`config.mk`:
```
export PLATFORM = sky130hd
export DESIGN_NAME = flash_stream_engine
export DESIGN_NICKNAME = d
export VERILOG_FILES = /design/src/rtl/flash_stream_engine.sv
export SDC_FILE = /design/constraint.sdc
export NUM_CORES = 1
export LEC_CHECK = 0
export ABC_AREA = 1
export BUFFER_PORTS_ARGS = -buffer_cell sky130_fd_sc_hd__buf_2
export CAP_MARGIN = 20
export CORE_ASPECT_RATIO = 1.5
export CORE_MARGIN = 1.5
export CORE_UTILIZATION = 42
export CTS_BUF_LIST = sky130_fd_sc_hd__clkbuf_16
export DETAILED_ROUTE_END_ITERATION = 6
export GPL_TIMING_DRIVEN = 0
export SYNTH_ARGS = -nofsm -noshare
export SYNTH_HDL_FRONTEND = slang
export SYNTH_SLANG_ARGS = --single-unit
export TNS_END_PERCENT = 100
```
`constraint.sdc`:
```
create_clock -name clk -period 3.9 [get_ports clk]
set_input_delay 0 -clock clk [delete_from_list [all_inputs] [get_ports clk]]
set_output_delay 0 -clock clk [all_outputs]
set_load 0.005 [all_outputs]
```
`src/rtl/flash_stream_engine.sv`:
```
module flash_stream_engine #(
  parameter int AW = 32,
  parameter int DW = 32,
  parameter int CW = 22,
  parameter int OW = 4
) (
  input  logic          clk,
  input  logic          rst_n,
  input  logic          cfg_wr_en,
  input  logic          cfg_wr_sel,
  input  logic [AW-1:0] cfg_wr_data,
  output logic [AW-1:0] stream_addr,
  output logic [CW-1:0] stream_count,
  input  logic          pop_req,
  output logic [DW-1:0] pop_data,
  output logic [2:0]    stat,
  input  logic          fl_busy,
  output logic          fl_req,
  output logic [AW-1:0] fl_addr,
  input  logic          fl_rvalid,
  input  logic [DW-1:0] fl_rdata
);
  logic [AW-1:2] addr_q;
  logic [CW-1:0] cnt_q;
  logic [OW-1:0] out_q, drop_q, live;
  logic [DW-1:0] mem [2];
  logic          wp, rp;
  logic [1:0]    lvl;

  wire wr_addr = cfg_wr_en & ~cfg_wr_sel;
  wire wr_cnt  = cfg_wr_en & cfg_wr_sel;
  wire abort   = wr_cnt & (cfg_wr_data[CW-1:0] == '0);
  wire rsp_drop = fl_rvalid & (abort | (drop_q != '0));
  wire push    = fl_rvalid & ~rsp_drop;
  wire pop     = pop_req & (lvl != 2'd0);

  assign live = out_q - drop_q;
  assign fl_req = (cnt_q != '0) & ~fl_busy & ~wr_cnt &
                  ((OW'(lvl) + live) < OW'(2)) & (out_q != '1);
  assign stream_addr  = {addr_q, 2'b00};
  assign fl_addr      = stream_addr;
  assign stream_count = cnt_q;
  assign pop_data     = (lvl == 2'd0) ? '0 : mem[rp];
  assign stat         = {lvl == 2'd2, lvl == 2'd0, 1'b0};

  always_ff @(posedge clk or negedge rst_n) begin
    if (!rst_n) begin
      addr_q <= '0;
      cnt_q  <= '0;
      out_q  <= '0;
      drop_q <= '0;
    end else begin
      if (wr_addr)     addr_q <= cfg_wr_data[AW-1:2];
      else if (fl_req) addr_q <= addr_q + 1'b1;
      if (wr_cnt)      cnt_q <= cfg_wr_data[CW-1:0];
      else if (fl_req) cnt_q <= cnt_q - 1'b1;
      out_q <= out_q + OW'(fl_req) - OW'(fl_rvalid);
      if (abort)                  drop_q <= out_q - OW'(fl_rvalid);
      else if (rsp_drop)          drop_q <= drop_q - 1'b1;
    end
  end

  always_ff @(posedge clk or negedge rst_n) begin
    if (!rst_n) begin
      mem[0] <= '0;
      mem[1] <= '0;
      wp     <= 1'b0;
      rp     <= 1'b0;
      lvl    <= 2'd0;
    end else begin
      if (push) begin
        mem[wp] <= fl_rdata;
        wp      <= ~wp;
      end
      if (pop) rp <= ~rp;
      lvl <= lvl + 2'(push) - 2'(pop);
    end
  end
endmodule

```
==> results of run 1 <==
worst paths after layout:
check / start / to / slack (ps) / cells past startpoint
max: out_q[1]$_DFF_PN0_ / out_q[1]$_DFF_PN0_ / 580 / 12
min: cfg_wr_data[8] / addr_q[8]$_DFFE_PN0P_ / 20 / 5
max reg2reg: out_q[1]$_DFF_PN0_ / out_q[1]$_DFF_PN0_ / 580 / 12
min reg2reg: mem[13]$_DFFE_PN0P_ / mem[13]$_DFFE_PN0P_ / 480 / 2
max in group asynchronous: rst_n / mem[17]$_DFFE_PN0P_ / 3020 / 3
min in group asynchronous: rst_n / mem[8]$_DFFE_PN0P_ / 100 / 2
per-stage QoR:
stage / util / total power, W / setup WS, ps / hold WS, ps
6_report: 0.552 / 0.00793 / 579 / 15.0
5_1_grt: 0.552 / 0.00867 / 321 / 26.7
4_1_cts: 0.552 / 0.00800 / 530 / 0.187
3_5_place_dp: 0.492 / 0.00635 / 555 / 0.736
3_3_place_gp: 0.490 / 0.00627 / 561 / 261
2_1_floorplan: - / 0.00496 / 851 / -296
power breakdown:
group | switching (W) | internal (W)
logic | 0.00217 | 0.00168
clock network | 0.000686 | 0.000897
registers | 0.000602 | 0.00190
registers in the layout, indices dropped and copies added (netlist names):
| register | flops |
|---|---|
| lvl | 2 |
| stream_count | 22 |
| drop_q | 4 |
| out_q | 4 |
| wp | 1 |
| rp | 1 |
| mem | 64 |
| addr_q | 30 |
synthesized netlist by cell type:
| master | instances |
|---|---|
| sky130_fd_sc_hd__buf_6 | 14 |
| sky130_fd_sc_hd__fa_1 | 3 |
| sky130_fd_sc_hd__buf_4 | 39 |
| sky130_fd_sc_hd__o21ai_0 | 85 |
| sky130_fd_sc_hd__conb_1 | 1 |
| sky130_fd_sc_hd__nand3b_2 | 1 |
| sky130_fd_sc_hd__or2_2 | 2 |
| sky130_fd_sc_hd__nand3_1 | 98 |
| sky130_fd_sc_hd__inv_2 | 1 |
| sky130_fd_sc_hd__clkinv_2 | 1 |
| sky130_fd_sc_hd__o21ai_1 | 6 |
| sky130_fd_sc_hd__inv_1 | 106 |
| sky130_fd_sc_hd__xor2_1 | 16 |
| sky130_fd_sc_hd__a21o_1 | 3 |
| sky130_fd_sc_hd__o21bai_1 | 1 |
| sky130_fd_sc_hd__nor2_1 | 103 |
| sky130_fd_sc_hd__nand4_1 | 8 |
| sky130_fd_sc_hd__nand3_4 | 2 |
| sky130_fd_sc_hd__buf_2 | 7 |
| sky130_fd_sc_hd__nand4_2 | 1 |
| sky130_fd_sc_hd__ha_1 | 17 |
| sky130_fd_sc_hd__nand3_2 | 1 |
| sky130_fd_sc_hd__nor2_4 | 2 |
| sky130_fd_sc_hd__nand2_2 | 2 |
| sky130_fd_sc_hd__nand3b_1 | 4 |
| sky130_fd_sc_hd__dfrtp_1 | 128 |
| sky130_fd_sc_hd__nor3_1 | 2 |
| sky130_fd_sc_hd__clkbuf_1 | 23 |
| sky130_fd_sc_hd__nand2_4 | 3 |
| sky130_fd_sc_hd__nor2_2 | 1 |
| sky130_fd_sc_hd__nor3_2 | 1 |
| sky130_fd_sc_hd__a21oi_1 | 37 |
| sky130_fd_sc_hd__nand2_1 | 486 |
| sky130_fd_sc_hd__xnor2_1 | 13 |
| sky130_fd_sc_hd__o211ai_1 | 1 |
critical path, cell delays in order (launching register included):
cell	delay (ps)
sky130_fd_sc_hd__dfrtp_1	340
sky130_fd_sc_hd__inv_1	150
sky130_fd_sc_hd__fa_1	560
sky130_fd_sc_hd__inv_1	70
sky130_fd_sc_hd__fa_1	480
sky130_fd_sc_hd__nor2_1	100
sky130_fd_sc_hd__nand2_1	70
sky130_fd_sc_hd__nor3_2	250
sky130_fd_sc_hd__nand3_4	250
sky130_fd_sc_hd__buf_6	230
sky130_fd_sc_hd__inv_1	90
sky130_fd_sc_hd__ha_1	190
sky130_fd_sc_hd__fa_1	420
final cells by class:
type                            instances  area [um^2]  share of cell area
Multi-Input combinational cell        904         4180               0.386
Sequential cell                       128         3200               0.295
Timing Repair Buffer                  249         1580               0.146
Buffer                                 83          572              0.0527
Clock buffer                           17          425              0.0392
Inverter                              108          407              0.0375
Tap cell                              260          325              0.0300
Clock inverter                         15          149              0.0137
cells by family (layout without fill, tap and decap cells):
family | count (synthesis) | count (layout) | share of synthesized area
and+or+nand+nor | 717 | 717 | 0.354
buffers and inverters | 191 | 472 | 0.117
AOI/OAI and AO/OA | 133 | 133 | 0.0812
DFF | 128 | 128 | 0.384
xor gates and xnor gates | 29 | 29 | 0.0304
adders and majority gates | 20 | 20 | 0.0327
other | 1 | 5 | 0.000449
layer usage:
layer,routed length [um],part of all wire
met5,7,0.00027
met4,822,0.032
met3,1220,0.048
met2,13200,0.52
met1,10200,0.40
==> reports/results.md, run 1 <==
Status
* outcome: completed

Setup path
* data required time at the worst endpoint: 4200 ps
* startpoint-to-endpoint class of the critical path: register to register
* capturing element type of the critical path: register
* maximum fanout along the worst path: 10
* Crit path arrival time: 3620 ps
* crit path launch type: register

Clock tree
* Clk Tree Root Cell: sky130_fd_sc_hd__clkbuf_16
* maximum number of buffers from clock root to sink: 2
* Post-CTS Repair Setup Buffers: 0
* total number of clock tree sinks: 128
* htree depth: 4
* clock latency of the later-clocked register in the worst-skew pair: 430 ps
* register clock-pin slew on the reported worst setup and hold paths: 60 ps
* CTS tree: built
* cts bufs inserted: 17
* quantity of gates resized following cts: 0
* CTS hold repair buffers: 61

Yosys
* count of synthesis-stage warnings from yosys: 0
* Mean Syn Cell Area: 6.85 um^2
* cell accounting for the most synthesized area: sky130_fd_sc_hd__dfrtp_1
* area share of the largest cell type after synthesis: 0.384
* largest cells by area after synthesis: sky130_fd_sc_hd__dfrtp_1 (38%), sky130_fd_sc_hd__nand2_1 (22%), sky130_fd_sc_hd__nand3_1 (5.9%)
* Seq/Total Area, Yosys: 0.384
* post-synthesis cell count: 1219
* total standard cell area after synthesis: 0.00835 mm^2
* number of library cell types mapped by synthesis: 35
* number of storage elements in the synthesis netlist: 128

STA
* Setup-failing EPs final: 0
* unrepaired setup endpoints after global routing: no
* normalized max-slew margin: 0.632
* Final Hold Vio Count: 0
* clk_skew: 12.1 ps
* timing-limited maximum frequency: 0.301 GHz
* actual slew at the worst max-slew pin: 551 ps
* Post-Route Setup TNS: 0 ps
* number of max-slew violations in the final report: 0
* shortest period the worst path allows: 3320 ps
* period utilisation layout: 0.851

Die
* number of placement rows: 63
* starting density of the core: 0.425
* I/O pins: 193
* core outline area: 0.0196 mm^2
* Die Footprint: 0.0207 mm^2
* horizontal die dimension: 118 um
* height of the die: 176 um

Power and ir drop
* Pleak: 5.82 nW
* Power Density: 731 mW/mm^2
* peak supply drop: 0.392 mV

Detailed routing
* DRT antenna net count: 0
* Routed Wire Length: 25.5 mm
* DR DRC count: 0
* Via-to-Cell Ratio: 4.89
* TritonRoute pass-1 iters: 5
* initial detailed-routing violation count: 539
* routed vias: 8624
* wire per inst: 14.4 um

Cells and area
* Final Instance Count excl. Fillers: 1764
* Post-Layout Inst Area: 0.0108 mm^2
* Antenna Cells: 0
* most common library cell in the layout ignoring fill and taps: sky130_fd_sc_hd__nand2_1
* area growth from synthesis to final layout: 29.9%
* Post-layout nets: 1582
* commonest cells after routing, fill and taps aside: sky130_fd_sc_hd__nand2_1 (486), sky130_fd_sc_hd__buf_2 (193), sky130_fd_sc_hd__dfrtp_1 (128)
* proportion of layout cells with a drive suffix above 1: 0.197
* number of inserted filler cells in the final layout: 1971

GRT
* vias in the first global route: 8394
* global route total overflow: 0
* total track usage: 0.252
* M2 GR Usage: 0.463
* GR met3 Demand/Resource: 0.0442
* wire length of the first global-routing pass: 41.5 mm
* busiest layer in global routing: met2
* global routing met1 resource utilization: 0.283
* antenna violations before repair: 1
* largest net degree at the start of global routing: 77

Placed design
* RePlAce Congestion: 0.871
* Placed Area: 0.00966 mm^2
* Port Buffers: 187
* # placed instances: 1671
* Detailed Place HPWL: 18.9 mm

Hold path
* class of the tightest hold or removal check: primary input to register

Run
* number of maximum-capacitance violations: 0

Note: power is estimated with default switching activity, not from simulation.
==> run 2: changes to the inputs <==
==> constraint.sdc (replaced) <==
create_clock -name clk -period 3.9 [get_ports clk]
set_input_delay 0.195 -clock clk [delete_from_list [all_inputs] [get_ports clk]]
set_output_delay 0.195 -clock clk [all_outputs]
set_load 0.005 [all_outputs]
==> run 2 against run 1 <==
  * Final area is 5.5% lower
  * Clock skew is 2.4 ps lower
  * Combinational power fell by 1%
  * First-iteration DRC count shrank 7.2%
  * Cell count is 3.4% lower
  * Largest cell class unchanged
  * Clock power barely moved
  * Worst hold slack better by 4.0 ps
  * Critical endpoint is now fl_req
==> reports/results.md, run 2 (synthesis gave the netlist of run 1 again) <==
Clock tree
* htree depth: 4, unchanged
* maximum number of buffers from clock root to sink: 2, unchanged
* cts bufs inserted: 17, unchanged
* Clk Tree Root Cell: sky130_fd_sc_hd__clkbuf_16, unchanged
* quantity of gates resized following cts: 0, unchanged
* clock latency of the later-clocked register in the worst-skew pair: 430 ps, about the same
* register clock-pin slew on the reported worst setup and hold paths: 60 ps, about the same
* total number of clock tree sinks: 128, unchanged
* Post-CTS Repair Setup Buffers: 0, unchanged
* CTS tree: built, unchanged

Power and ir drop
* Total Power Consumption: 0.00788 W, was 0.00793 W
* fraction of power consumed by sequential logic: 0.318, was 0.316
* peak supply drop: 0.399 mV, was 0.392 mV
* net switching component of the power: 0.00344 W, was 0.00346 W
* Int Power: 0.00443 W, was 0.00447 W
* Power Density: 769 mW/mm^2, was 731 mW/mm^2
* Pleak: 5.57 nW, was 5.82 nW
* clock network fraction of total power: 0.201, was 0.200
* Net Sw Frac: 0.437, was 0.436
* portion of total power attributed to combinational logic: 0.481, was 0.485

Die
* height of the die: 176 um, unchanged
* core outline area: 0.0196 mm^2, unchanged
* I/O pins: 193, unchanged
* Die Footprint: 0.0207 mm^2, unchanged
* horizontal die dimension: 118 um, unchanged
* number of placement rows: 63, unchanged
* starting density of the core: 0.425, unchanged

Cells and area
* register name with the most flops: mem, unchanged
* Antenna Cells: 0, unchanged
* number of inserted filler cells in the final layout: 2049, was 1971
* flip-flop count of the largest register, all copies and words added: 64, unchanged
* Post-layout nets: 1522, was 1582
* commonest cells after routing, fill and taps aside: sky130_fd_sc_hd__nand2_1 (486), sky130_fd_sc_hd__buf_2 (193), sky130_fd_sc_hd__dfrtp_1 (128), unchanged
* area growth from synthesis to final layout: 22.7%, was 29.9%
* footprint of the multi-input gates: 0.00418 mm^2, unchanged
* most common library cell in the layout ignoring fill and taps: sky130_fd_sc_hd__nand2_1, unchanged
* sequential cell area: 0.00320 mm^2, unchanged
* proportion of layout cells with a drive suffix above 1: 0.206, was 0.197

Run
* number of maximum-capacitance violations: 0, unchanged

Setup path
* startpoint-to-endpoint class of the critical path: register to primary output, was register to register
* capturing element type of the critical path: primary output, was register
* cells along the critical path: inv_1 > fa_1 > inv_1 > fa_1 > nor2_1 > nand2_1 > nor3_2 > nand3_4 > buf_6 > inv_1 > buf_2, was inv_1 > fa_1 > inv_1 > fa_1 > nor2_1 > nand2_1 > nor3_2 > nand3_4 > buf_6 > inv_1 > ha_1 > fa_1
* R2R cell count: 12, unchanged
* max incr delay on CP: 560 ps, about the same
* launch point of the worst path: out_q[1]$_DFF_PN0_, unchanged
* CP delay by family, top: adder cells, unchanged
* Crit path arrival time: 3120 ps, was 3620 ps
* startpoint of the most critical register-to-register path: out_q[1]$_DFF_PN0_, unchanged
* Worst Path Buf+Inv: 5, was 4
* slowest cell on the critical path: sky130_fd_sc_hd__fa_1, unchanged
* most used cell along the critical path: sky130_fd_sc_hd__inv_1
* Setup crit end: fl_req, was out_q[1]$_DFF_PN0_
* setup slack on the worst flop-to-flop path: 590 ps, was 580 ps
* FF-to-FF End: out_q[1]$_DFF_PN0_, unchanged
* maximum fanout along the worst path: 10, unchanged
* path length in cells of the critical path: 11, was 12
* data required time at the worst endpoint: 3700 ps, was 4200 ps
* crit path launch type: register, unchanged

Status
* outcome: completed, unchanged

STA
* Final Hold Vio Count: 0, unchanged
* unrepaired setup endpoints after global routing: no, unchanged
* tightest hold margin: 19.0 ps, was 15.0 ps
* actual slew at the worst max-slew pin: 562 ps, was 551 ps
* number of max-slew violations in the final report: 0, unchanged
* clk_skew: 9.64 ps, was 12.1 ps
* normalized max-slew margin: 0.625, was 0.632
* Post-Route Setup TNS: 0 ps, unchanged
* Setup-failing EPs final: 0, unchanged
* period utilisation layout: 0.849, was 0.851
* final worst setup slack: 588 ps, was 579 ps
* shortest period the worst path allows: 3310 ps, was 3320 ps
* timing-limited maximum frequency: 0.302 GHz, was 0.301 GHz

Detailed routing
* Routed Wire Length: 24.9 mm, was 25.5 mm
* DRT antenna net count: 0, unchanged
* wire per inst: 14.6 um, was 14.4 um
* TritonRoute pass-1 iters: 5, unchanged
* routed vias: 8388, was 8624
* initial detailed-routing violation count: 500, was 539
* DR DRC count: 0, unchanged
* Via-to-Cell Ratio: 4.92, was 4.89

Placed design
* RePlAce Congestion: 0.871, unchanged
* Port Buffers: 187, unchanged
* Detailed Place HPWL: 18.9 mm, unchanged
* worst slack at placement: 555 ps, unchanged

GRT
* wire length of the first global-routing pass: 40.4 mm, was 41.5 mm
* total track usage: 0.246, was 0.252
* largest net degree at the start of global routing: 77, unchanged
* vias in the first global route: 8121, was 8394
* global route total overflow: 0, unchanged
* antenna violations before repair: 1, unchanged

Hold path
* class of the tightest hold or removal check: primary input to register, unchanged

-- run 2: area by class of cell --
class / instances / area share
tap: 260 / 0.0318
clock buffer: 17 / 0.0415
clock inverter: 15 / 0.0145
multi-input combinational: 904 / 0.408
buffer: 83 / 0.0558
timing repair buffer: 189 / 0.0957
inverter: 108 / 0.0397
sequential: 128 / 0.313
-- run 2: stage by stage --
step,cells,utilization,area (um^2)
final,1704,0.522,10200
after detailed placement,1671,0.492,9660
after CTS,1704,0.522,10200
after floorplan,1223,-,8360
after global routing,1704,0.522,10200
after global placement,1670,0.490,9620
-- run 2: tightest hold or removal path, cell delays in order --
cell                      delay [ps]
sky130_fd_sc_hd__buf_2            90
sky130_fd_sc_hd__inv_1            60
sky130_fd_sc_hd__o21ai_1          60
-- run 2: power groups by stage --
stage                     logic [W]  clock network [W]  registers, W
after global routing        0.00436            0.00167       0.00259
after global placement      0.00377                  0       0.00250
after detailed placement    0.00383                  0       0.00252
after floorplan             0.00261                  0       0.00236
after CTS                   0.00385            0.00161       0.00250
final                       0.00379            0.00158       0.00250
-- run 2: what timing repair did --
| item | CTS | global route |
|---|---|---|
| endpoints found under the hold margin | 52 | 0 |
| setup endpoints to repair | 0 | 0 |
| hold buffers | 1 | 0 |
-- run 2: layer usage --
layer  GRT usage  wire (um)
met4       0.105        775
met5           0          7
met1       0.280      10000
met2       0.449      12900
met3      0.0445       1190
-- run 2: worst min-delay path by stage --
stage                             endpoint  depth (start not counted)  slack [ps]          from
global route            mem[9]$_DFFE_PN0P_                          3          20   fl_rdata[9]
floorplan           addr_q[10]$_DFFE_PN0P_                          0        -100         rst_n
global placement       mem[51]$_DFFE_PN0P_                          3         460  fl_rdata[19]
detailed placement      mem[8]$_DFFE_PN0P_                          1         200         rst_n
CTS                    mem[52]$_DFFE_PN0P_                          3           9  fl_rdata[20]
finish                 mem[52]$_DFFE_PN0P_                          3          20  fl_rdata[20]
